--- src/rtl/snb_pkg.sv ---
package snb_pkg;
   localparam int BYTE_W = 8;

   localparam logic [BYTE_W-1:0] OPC_WRITE  = 8'h08;
   localparam logic [BYTE_W-1:0] OPC_CONFIG = 8'h09;
   localparam logic [BYTE_W-1:0] OPC_READ   = 8'h0A;
   localparam logic [BYTE_W-1:0] OPC_FAST   = 8'h0B;

   typedef enum logic [2:0] {
      PH_OPCODE,
      PH_WRITE,
      PH_CONFIG,
      PH_IDLE,
      PH_READ,
      PH_IGNORE
   } phase_t;

   // bit order is decoded by the NAND pins and fan/LED drivers
   typedef struct packed {
      logic       ce_n;
      logic       cle;
      logic       ale;
      logic       fan;
      logic [3:0] led_n;
   } cfg_t;
endpackage

--- src/rtl/snb_sync.sv ---
module snb_sync #(
   parameter int              STAGES  = 2,
   parameter int              W       = 4,
   parameter logic [W-1:0]    RST_VAL = '0
) (
   input  logic         clk,
   input  logic         rst_n,
   input  logic [W-1:0] d_in,
   output logic [W-1:0] d_out
);
   if (STAGES < 1) begin : g_bad
      $error("snb_sync: STAGES must be at least 1");
   end

   if (STAGES == 1) begin : g_single
      logic [W-1:0] stg;
      always_ff @(posedge clk or negedge rst_n) begin
         if (!rst_n) stg <= RST_VAL;
         else        stg <= d_in;
      end
      assign d_out = stg;
   end else begin : g_chain
      logic [STAGES-1:0][W-1:0] stg;
      always_ff @(posedge clk or negedge rst_n) begin
         if (!rst_n) stg <= {STAGES{RST_VAL}};
         else        stg <= {stg[STAGES-2:0], d_in};
      end
      assign d_out = stg[STAGES-1];
   end
endmodule

--- src/rtl/snb_shifter.sv ---
module snb_shifter #(
   parameter int W = 8
) (
   input  logic         clk,
   input  logic         rst_n,
   input  logic         en,
   input  logic         rise,
   input  logic         dual,
   input  logic         d_hi,
   input  logic         d_lo,
   output logic         first_rise,
   output logic         mid_byte,
   output logic         byte_done,
   output logic [W-1:0] byte_val
);
   localparam int           CW   = $clog2(W) + 1;
   localparam logic [CW-1:0] FULL = CW'(W);

   if (W < 2 || (W % 2) != 0) begin : g_bad
      $error("snb_shifter: W must be even and at least 2");
   end

   logic [CW-1:0] cnt, cnt_nx;
   logic [W-1:0]  acc, acc_nx;

   always_comb begin
      cnt_nx     = cnt + (dual ? CW'(2) : CW'(1));
      acc_nx     = dual ? {acc[W-3:0], d_hi, d_lo} : {acc[W-2:0], d_hi};
      first_rise = en && rise && (cnt == '0);
      mid_byte   = (cnt != '0);
   end

   always_ff @(posedge clk or negedge rst_n) begin
      if (!rst_n) begin
         cnt       <= '0;
         acc       <= '0;
         byte_done <= 1'b0;
         byte_val  <= '0;
      end else if (!en) begin
         cnt       <= '0;
         byte_done <= 1'b0;
      end else begin
         byte_done <= 1'b0;
         if (rise) begin
            if (cnt_nx >= FULL) begin
               cnt       <= '0;
               byte_val  <= acc_nx;
               byte_done <= 1'b1;
            end else begin
               cnt <= cnt_nx;
               acc <= acc_nx;
            end
         end
      end
   end

   // deselect wipes a partial byte
   assert_abort_clears_R9: assert property (@(posedge clk) disable iff (!rst_n)
      !en |=> (cnt == '0 && !byte_done));

   // a byte completes only on the cycle after a sampled edge
   assert_done_after_edge_R2: assert property (@(posedge clk) disable iff (!rst_n)
      byte_done |-> $past(rise));
endmodule

--- src/rtl/snb_strobe.sv ---
module snb_strobe #(
   parameter int LOW_CYC  = 2,
   parameter int HOLD_CYC = 1
) (
   input  logic clk,
   input  logic rst_n,
   input  logic start,
   output logic strobe_n,
   output logic busy,
   output logic last_low
);
   localparam int            TOT    = LOW_CYC + HOLD_CYC;
   localparam int            CW     = $clog2(TOT + 1);
   localparam logic [CW-1:0] TOT_V  = CW'(TOT);
   localparam logic [CW-1:0] HOLD_V = CW'(HOLD_CYC);
   localparam logic [CW-1:0] LAST_V = CW'(HOLD_CYC + 1);

   if (LOW_CYC < 1 || HOLD_CYC < 0) begin : g_bad
      $error("snb_strobe: LOW_CYC must be >= 1 and HOLD_CYC >= 0");
   end

   logic [CW-1:0] cnt;

   always_ff @(posedge clk or negedge rst_n) begin
      if (!rst_n)                   cnt <= '0;
      else if (start && cnt == '0)  cnt <= TOT_V;
      else if (cnt != '0)           cnt <= cnt - CW'(1);
   end

   assign busy     = (cnt != '0);
   assign strobe_n = !(cnt > HOLD_V);
   assign last_low = (cnt == LAST_V);

   assert_no_restart_R8: assert property (@(posedge clk) disable iff (!rst_n)
      start |-> !busy);

   if (LOW_CYC > 1) begin : g_width_chk
      assert_pulse_width_R8: assert property (@(posedge clk) disable iff (!rst_n)
         $fell(strobe_n) |=> !strobe_n);
   end
endmodule

--- src/rtl/spi_nand_bridge.sv ---
module spi_nand_bridge
   import snb_pkg::*;
#(
   parameter int         SYNC_STAGES = 2,
   parameter int         WE_LOW      = 2,
   parameter int         RE_LOW      = 2,
   parameter int         HOLD_CYC    = 1,
   parameter int         SLOW_IDLE   = 1,
   parameter int         FAST_IDLE   = 4,
   parameter logic [7:0] CFG_RESET   = 8'h8F
) (
   input  logic       clk,
   input  logic       rst_n,
   input  logic       spi_sck,
   input  logic       spi_cs_n,
   input  logic       spi_mosi,
   input  logic       spi_mosi2,
   output logic       spi_miso,
   input  logic [7:0] nand_io_in,
   output logic [7:0] nand_io_out,
   output logic       nand_io_oe,
   output logic       nand_ce_n,
   output logic       nand_cle,
   output logic       nand_ale,
   output logic       nand_we_n,
   output logic       nand_re_n,
   output logic       fan_en,
   output logic [3:0] led_n
);
   localparam int            MAX_IDLE = (FAST_IDLE > SLOW_IDLE) ? FAST_IDLE : SLOW_IDLE;
   localparam int            IW       = $clog2(MAX_IDLE + 1);
   localparam logic [IW-1:0] IDLE_ONE = IW'(1);

   if (SLOW_IDLE < 1 || FAST_IDLE < 1) begin : g_bad
      $error("spi_nand_bridge: idle byte counts must be at least 1");
   end

   // ---------------- serial pin capture ----------------
   logic [3:0] pins_s;
   logic       sck_s, csn_s, d_hi, d_lo, sck_prev;
   logic       cs_act, rise, fall;

   snb_sync #(.STAGES(SYNC_STAGES), .W(4), .RST_VAL(4'b0100)) u_sync (
      .clk   (clk),
      .rst_n (rst_n),
      .d_in  ({spi_sck, spi_cs_n, spi_mosi, spi_mosi2}),
      .d_out (pins_s)
   );

   assign {sck_s, csn_s, d_hi, d_lo} = pins_s;

   always_ff @(posedge clk or negedge rst_n) begin
      if (!rst_n) sck_prev <= 1'b0;
      else        sck_prev <= sck_s;
   end

   assign cs_act = !csn_s;
   assign rise   = sck_s && !sck_prev;
   assign fall   = !sck_s && sck_prev;

   // ---------------- byte assembly ----------------
   phase_t        phase;
   logic          first_rise, mid_byte, byte_done;
   logic [BYTE_W-1:0] byte_val;

   snb_shifter #(.W(BYTE_W)) u_shift (
      .clk        (clk),
      .rst_n      (rst_n),
      .en         (cs_act),
      .rise       (rise),
      .dual       (phase == PH_WRITE),
      .d_hi       (d_hi),
      .d_lo       (d_lo),
      .first_rise (first_rise),
      .mid_byte   (mid_byte),
      .byte_done  (byte_done),
      .byte_val   (byte_val)
   );

   // ---------------- strobes ----------------
   logic       pend_v;
   logic [IW-1:0] idle_left;
   logic       we_start, re_start;
   logic       we_busy, we_last, re_busy, re_last;

   assign we_start = cs_act && first_rise && (phase == PH_WRITE) && pend_v;
   assign re_start = cs_act && byte_done &&
                     ((phase == PH_READ) || (phase == PH_IDLE && idle_left == IDLE_ONE));

   snb_strobe #(.LOW_CYC(WE_LOW), .HOLD_CYC(HOLD_CYC)) u_we (
      .clk      (clk),
      .rst_n    (rst_n),
      .start    (we_start),
      .strobe_n (nand_we_n),
      .busy     (we_busy),
      .last_low (we_last)
   );

   snb_strobe #(.LOW_CYC(RE_LOW), .HOLD_CYC(HOLD_CYC)) u_re (
      .clk      (clk),
      .rst_n    (rst_n),
      .start    (re_start),
      .strobe_n (nand_re_n),
      .busy     (re_busy),
      .last_low (re_last)
   );

   // ---------------- command parser ----------------
   cfg_t              cfg_q;
   logic [BYTE_W-1:0] pend, wdata, tx;

   always_ff @(posedge clk or negedge rst_n) begin
      if (!rst_n) begin
         phase     <= PH_OPCODE;
         cfg_q     <= cfg_t'(CFG_RESET);
         pend      <= '0;
         pend_v    <= 1'b0;
         wdata     <= '0;
         idle_left <= '0;
      end else if (!cs_act) begin
         phase  <= PH_OPCODE;
         pend_v <= 1'b0;
      end else begin
         if (we_start) begin
            wdata  <= pend;
            pend_v <= 1'b0;
         end
         if (byte_done) begin
            unique case (phase)
               PH_OPCODE: begin
                  if (byte_val == OPC_WRITE)       phase <= PH_WRITE;
                  else if (byte_val == OPC_CONFIG) phase <= PH_CONFIG;
                  else if (byte_val == OPC_READ) begin
                     phase     <= PH_IDLE;
                     idle_left <= IW'(SLOW_IDLE);
                  end else if (byte_val == OPC_FAST) begin
                     phase     <= PH_IDLE;
                     idle_left <= IW'(FAST_IDLE);
                  end else                         phase <= PH_IGNORE;
               end
               PH_WRITE: begin
                  pend   <= byte_val;
                  pend_v <= 1'b1;
               end
               PH_CONFIG: cfg_q <= cfg_t'(byte_val);
               PH_IDLE: begin
                  idle_left <= idle_left - IW'(1);
                  if (idle_left == IDLE_ONE) phase <= PH_READ;
               end
               default: ;
            endcase
         end
      end
   end

   // read shift register: loaded at end of RE# low, shifted on SCK fall mid-byte
   always_ff @(posedge clk or negedge rst_n) begin
      if (!rst_n)                                    tx <= '0;
      else if (re_last)                              tx <= nand_io_in;
      else if (fall && mid_byte && phase == PH_READ) tx <= {tx[BYTE_W-2:0], 1'b0};
   end

   assign spi_miso    = cs_act && (phase == PH_READ) && tx[BYTE_W-1];
   assign nand_io_out = wdata;
   assign nand_io_oe  = we_busy;
   assign nand_ce_n   = cfg_q.ce_n;
   assign nand_cle    = cfg_q.cle;
   assign nand_ale    = cfg_q.ale;
   assign fan_en      = cfg_q.fan;
   assign led_n       = cfg_q.led_n;

   // ---------------- checks ----------------
   assert_we_drives_bus_R5: assert property (@(posedge clk) disable iff (!rst_n)
      !nand_we_n |-> nand_io_oe);

   assert_read_releases_R5: assert property (@(posedge clk) disable iff (!rst_n)
      (re_busy || phase == PH_READ) |-> !nand_io_oe);

   assert_strobe_excl_R8: assert property (@(posedge clk) disable iff (!rst_n)
      !(!nand_we_n && !nand_re_n));

   assert_miso_quiet_R11: assert property (@(posedge clk) disable iff (!rst_n)
      (phase != PH_READ) |-> !spi_miso);

   assert_cfg_hold_R2: assert property (@(posedge clk) disable iff (!rst_n)
      (phase != PH_CONFIG) |=> $stable(cfg_q));

   assert_ignore_sticky_R10: assert property (@(posedge clk) disable iff (!rst_n)
      (phase == PH_IGNORE && cs_act) |=> (phase == PH_IGNORE));
endmodule

--- config.mk ---
export PLATFORM = sky130hd
export DESIGN_NAME = spi_nand_bridge
export DESIGN_NICKNAME = d
export VERILOG_FILES = /design/src/rtl/snb_pkg.sv /design/src/rtl/snb_sync.sv /design/src/rtl/snb_shifter.sv /design/src/rtl/snb_strobe.sv /design/src/rtl/spi_nand_bridge.sv
export SDC_FILE = /design/constraint.sdc
export NUM_CORES = 1
export LEC_CHECK = 0
export ABC_AREA = 1
export BUFFER_PORTS_ARGS = -buffer_cell sky130_fd_sc_hd__buf_2
export CAP_MARGIN = 20
export CORE_MARGIN = 1.5
export CORE_UTILIZATION = 30
export CTS_CLUSTER_DIAMETER = 80
export CTS_CLUSTER_SIZE = 28
export DETAILED_ROUTE_END_ITERATION = 10
export GPL_ROUTABILITY_DRIVEN = 0
export PLACE_DENSITY_LB_ADDON = 0.15
export SETUP_SLACK_MARGIN = 0.3
export SYNTH_ARGS = -nofsm -noshare
export SYNTH_HDL_FRONTEND = slang
export SYNTH_HIERARCHICAL = 1
export SYNTH_SLANG_ARGS = --single-unit
--- constraint.sdc ---
create_clock -name clk -period 2 [get_ports clk]
set_input_delay 0 -clock clk [delete_from_list [all_inputs] [get_ports clk]]
set_output_delay 0 -clock clk [all_outputs]
set_load 0.05 [all_outputs]
-- Yosys cells after proc, flatten, opt, wreduce, memory -nomap -nowiden
Index checks and enable logic that the tools add are counted.
- $add $sub $neg: 4
- multipliers: 0
- divide/modulo/power cells: 0
- order comparisons: 3
- eq/ne operators: 14
- shift-type cells: 0
- multiplexer cells: 31
- bitwise gates (word level): 2
- reduce and logical (&&, ||, !) cells: 43
- operators by type and width (operator ; number):
    3-bit two-way mux ; 11
    8-bit by 4-bit == test with 1-bit output (second input constant) ; 4
    8-bit two-way mux ; 3
    1-bit logical AND ; 16
    2-bit nonzero test ; 8
    3-bit AND reduction ; 5
    4-bit two-way mux ; 3
    3-bit case mux with 2 select lines ; 2
    2-bit two-way mux ; 5
    1-bit two-way mux ; 7
    3-bit by 1-bit == test with 1-bit output (second input constant) ; 2
    3-bit by 2-bit == test with 1-bit output (second input constant) ; 2
    6-bit AND reduction ; 1
    1-bit zero test ; 5
    4-bit adder ; 1
    4-bit greater-or-equal comparator (second input constant) ; 1
    2-bit by 1-bit greater-than comparator with 1-bit output (second input constant) ; 2
    2-bit zero test ; 2
    4-bit zero test ; 1
    2-bit != test (second input constant) ; 2
    4-bit nonzero test ; 1
    2-bit by 1-bit subtractor with 2-bit output (second input constant) ; 2
    3-bit == test (second input constant) ; 1
    3-bit zero test ; 1
    other kinds (8) ; 9
- register bits after elaboration: 72
- bits in latches: 0
- memory bits (writable): 0
- memory bits (read-only): 0
- bits of input ports: 14
- memories kept: 0

-- Depth between registers and ports, before layout
- depth after elaboration: 11
- gate-level depth with buffers: 12

-- Cells and area by module
Netlist, hierarchy kept.
- modules (own cells, without submodules) (module ; times used ; cells each ; area an instance (um2) ; sequential area each (um2)):
    spi_nand_bridge ; 1 ; 236 ; 1954.4 ; 1007.2
    snb_shifter ; 1 ; 129 ; 1076.0 ; 500.5
    snb_strobe ; 2 ; 18 ; 140.1 ; 50.0
    snb_sync ; 1 ; 12 ; 232.7 ; 202.7

-- Least setup slack after synthesis
OpenSTA, ideal clock, no wires.
- path type: flip-flop to flip-flop
- start point: register phase[2]
- end point: register u_shift.cnt[1]
- arrival time: 1830 ps
- required time: 1935 ps
- path slack: 105 ps
- cell stages (with the launch flop): 10
- clock period less this slack: 1895 ps
- path through: dfrtp_1 > nor3_2 > buf_4 > inv_2 > ha_1 > inv_1 > fa_1 > inv_1 > nand3_1 > nand2_1
- longest elaborated chain between the ends: 7
- ends and longest elaborated chain (item ; RTL line ; text):
    start: declaration ; spi_nand_bridge.sv:62 ; phase_t phase;
    start signal: assignment ; spi_nand_bridge.sv:114 ; phase <= PH_OPCODE;
    start signal: assignment ; spi_nand_bridge.sv:121 ; phase <= PH_OPCODE;
    start signal: assignment ; spi_nand_bridge.sv:131 ; if (byte_val == OPC_WRITE) phase <= PH_WRITE;
    3-bit by 1-bit == test with 1-bit output (*) ; spi_nand_bridge.sv:71 ; .dual (phase == PH_WRITE),
    2-bit two-way mux (*) ; snb_shifter.sv:27 ; cnt_nx = cnt + (dual ? CW'(2) : CW'(1));
    4-bit adder (*) ; snb_shifter.sv:27 ;
    4-bit greater-or-equal comparator ; snb_shifter.sv:45 ; if (cnt_nx >= FULL) begin
    4-bit two-way mux (*) ; snb_shifter.sv:45 ;
    4-bit two-way mux (*) ; snb_shifter.sv:44 ; if (rise) begin
    4-bit two-way mux (*) ; snb_shifter.sv:39 ; end else if (!en) begin
    end signal: assignment ; snb_shifter.sv:50 ; cnt <= cnt_nx;
    end: declaration ; snb_shifter.sv:23 ; logic [CW-1:0] cnt, cnt_nx;
Every way passes the cells marked *; elsewhere a longest branch is shown, timed or not. The select of a mux whose other input is x is not followed.
A chain may end at the register's enable or synchronous reset.

-- Worst setup path after layout
- start point: register phase[0]
- end point: register u_shift.byte_val[7]
- longest elaborated chain between the ends: 5
- ends and longest elaborated chain (item ; RTL line ; text):
    3-bit by 1-bit == test with 1-bit output (*) ; spi_nand_bridge.sv:71 ;
    2-bit two-way mux ; snb_shifter.sv:27 ;
    4-bit adder ; snb_shifter.sv:27 ;
    4-bit greater-or-equal comparator ; snb_shifter.sv:45 ;
    3-bit AND reduction (no source line) ; n/a ;
    end signal: assignment ; snb_shifter.sv:47 ; byte_val <= acc_nx;
    end: declaration ; snb_shifter.sv:14 ; output logic [W-1:0] byte_val
Every way passes the cells marked *; elsewhere a longest branch is shown, timed or not.

==> summary.txt <==
Outcome
  – Outcome: finished clean

Clock network
  – CTS clock-pin slew for the worst setup and hold paths: roughly 0.06 ns
  – TritonCTS clock tree: yes
  – H-tree lvl count: 3
  – Clk root buf: clkbuf_16
  – Clk buf depth: 2
  – CTS Buf Count: 9
  – Clk_lat worst skew: 0.34 ns
  – Sink Count: 72

Routing
  – Routed Antenna Nets: 0
  – Initial DRT Pass Iterations: 4
  – DRC viols: 0
  – WL/cell: 11.7 um
  – Routed WL: around 7300 um
  – Total number of vias: between 2,000 and 3,000
  – Drt initial violations: between 100 and 150
  – Vias per cell: 4.41

Critical path
  – Stages on worst setup path: 10
  – Buf/Inv on CP: 2
  – CP delay by family, top: simple AND/OR/NAND/NOR gates
  – CP Launch Type: flop
  – CP peak stage delay: 0.37 ns
  – Crit path kind: reg2reg
  – Crit end category: flop
  – Critical path arrival: 1.94 ns
  – Crit-path slowest cell: dfrtp_1
  – Crit-path cells: inv_2 -> nor3_4 -> buf_4 -> ha_4 -> nand2_1 -> nand2_2 -> nand3_4 -> nand3_4 -> nand2_2 -> nand2_1
  – R2R depth: 10
  – CP Max Fanout: 5
  – Required time of the worst setup path: around 2.2 ns

Floorplan
  – Die Y: 111 um
  – Initial Utilization: a little under a third
  – I/O Pins: 34
  – FP Rows: 39
  – Die Wd: 111 um
  – Total Die Area: 12,400 um^2
  – Core area: ~11,000 um^2

Timing
  – Final Max Slew Viols: 0
  – Setup Total Neg Slack: 0 ns
  – Final Setup Violations: 0
  – Final worst path period share: a little under nine tenths
  – Rel. slew slack: 73.4%
  – Period minus WS final: 1.72 ns
  – Clock Skews: around 0.009 ns
  – RSZ-0062 raised after global routing: true
  – Worst-Margin Slew: around 0.40 ns
  – Fin. Hold Viols: 0
  – Min setup slack post-route: 0.284 ns
  – Fmax: about 580 MHz

Global routing
  – Vias in the first global route: 2,654
  – Largest net degree at the start of global routing: 73
  – First-pass GRT wire length: about 12,000 um
  – GR Util All Layers: 12.4%
  – Grt ovf: 0
  – Initial antenna violation count: 0

Layout
  – Final nets: ~500
  – Design area: 4500 um^2
  – Area growth, synth to finish: 27.5%
  – Layout cell share with drive strength beyond 1: 27.6%
  – Ant diodes: 0

Worst hold path
  – Hold Path Class: in2async

Yosys
  – Cells after Synth: around 400
  – Yosys warning count: 6
  – Mean post-synth cell area: 8.58 um^2
  – Netlist Area Pre-Place: 3530 um^2
  – Synthesized net count: 435

Place
  – DP Worst Slack: around 0.12 ns
  – Area after DPL: 3870 um^2
  – Port bufs: 33
  – DP HPWL: 4790 um

Pwr
  – Peak supply drop: 0.512 mV
  – P_leak: 0.00217 uW
  – Power Dens Cells: 708 nW/um^2

Run
  – Max-cap viol count: 0
## layout make-up
type                       instances  area [um^2]
fill                            1204         6920
sequential                        72         1810
multi-input combinational        285         1580
timing repair buffer              66          464
clock buffer                       9          225
inverter                          45          183
tap                              143          179
clock inverter                     7         47.5
timing repair inverter             1         5.00
## cell usage in the layout, fill, tap and decap left out, drive strengths merged
cell type    count
clkbuf           9
nor3             2
xor2             1
nand2          158
and3             1
xnor2            1
or2              2
buf             53
nor2            28
dlygate4sd3     13
nand3           48
o21ai           29
dfstp            7
clkinv           4
o21bai           1
nand3b           1
ha               9
clkinvlp         4
inv             45
dfrtp           65
mux2i            1
fa               1
a21boi           2
## sequential cells by signal (all words and copies together) (netlist names), 2 cells and up
signal	cells
idle_left	3
led_n	4
nand_io_out	8
pend	8
phase	3
tx	8
u_re/cnt	2
u_shift/acc	7
u_shift/byte_val	8
u_shift/cnt	4
u_sync/d_out	4
u_sync/g_chain.stg	4
u_we/cnt	2
## worst paths after layout
| kind | endpoint | slack [ns] | start |
|---|---|---|---|
| max | u_shift/byte_val[7] | 0.28 | phase[0] |
| min | nand_io_out[3] | 0.20 | rst_n |
| max reg2reg | u_shift/byte_val[7] | 0.28 | phase[0] |
| min reg2reg | u_sync/d_out[0] | 0.35 | u_sync/g_chain.stg[0] |
| max in group asynchronous | u_sync/d_out[2] | 1.44 | rst_n |
| min in group clk | u_sync/g_chain.stg[1] | 0.30 | spi_mosi |
## what timing repair did
action,4_1_cts,5_1_grt
buffers inserted,8,6
cloned,0,3
hold buffers,13,0
endpoints found under the setup margin,19,21
endpoints found under the hold margin,84,0
pin swaps,3,7
gates resized for setup,2,24
## stage by stage
step	std cells	hold slack (ns)	total power, uW	utilization [%]
global placement	582	0.0578	1700	33.9
finish	628	0.205	3190	39.4
CTS	619	0.233	3250	38.0
detailed placement	582	0.0540	1700	33.9
global route	628	0.252	3340	39.4
floorplan	411	-0.296	1640	-
## metal layers
layer / global-route usage (%) / wire [um] / vias up
met4: 6.50 / 198 / 0
li1: - / - / 1421
met5: 0 / 0 / -
met1: 15.7 / 3560 / 1292
met3: 4.52 / 285 / 14
met2: 18.6 / 3280 / 44
## tightest hold or removal path, delay by kind of cell
family / cells / cell delay, ns
buffers and inverters: 3 / 0.95
## power by group
part,switching [uW],leakage [uW],internal [uW]
Combinational,107,0.00112,72.1
Sequential,26.3,0.000912,1500
Clock,642,0.000132,838
Total,775,0.00217,2410
(Power assumes the default switching activity.)
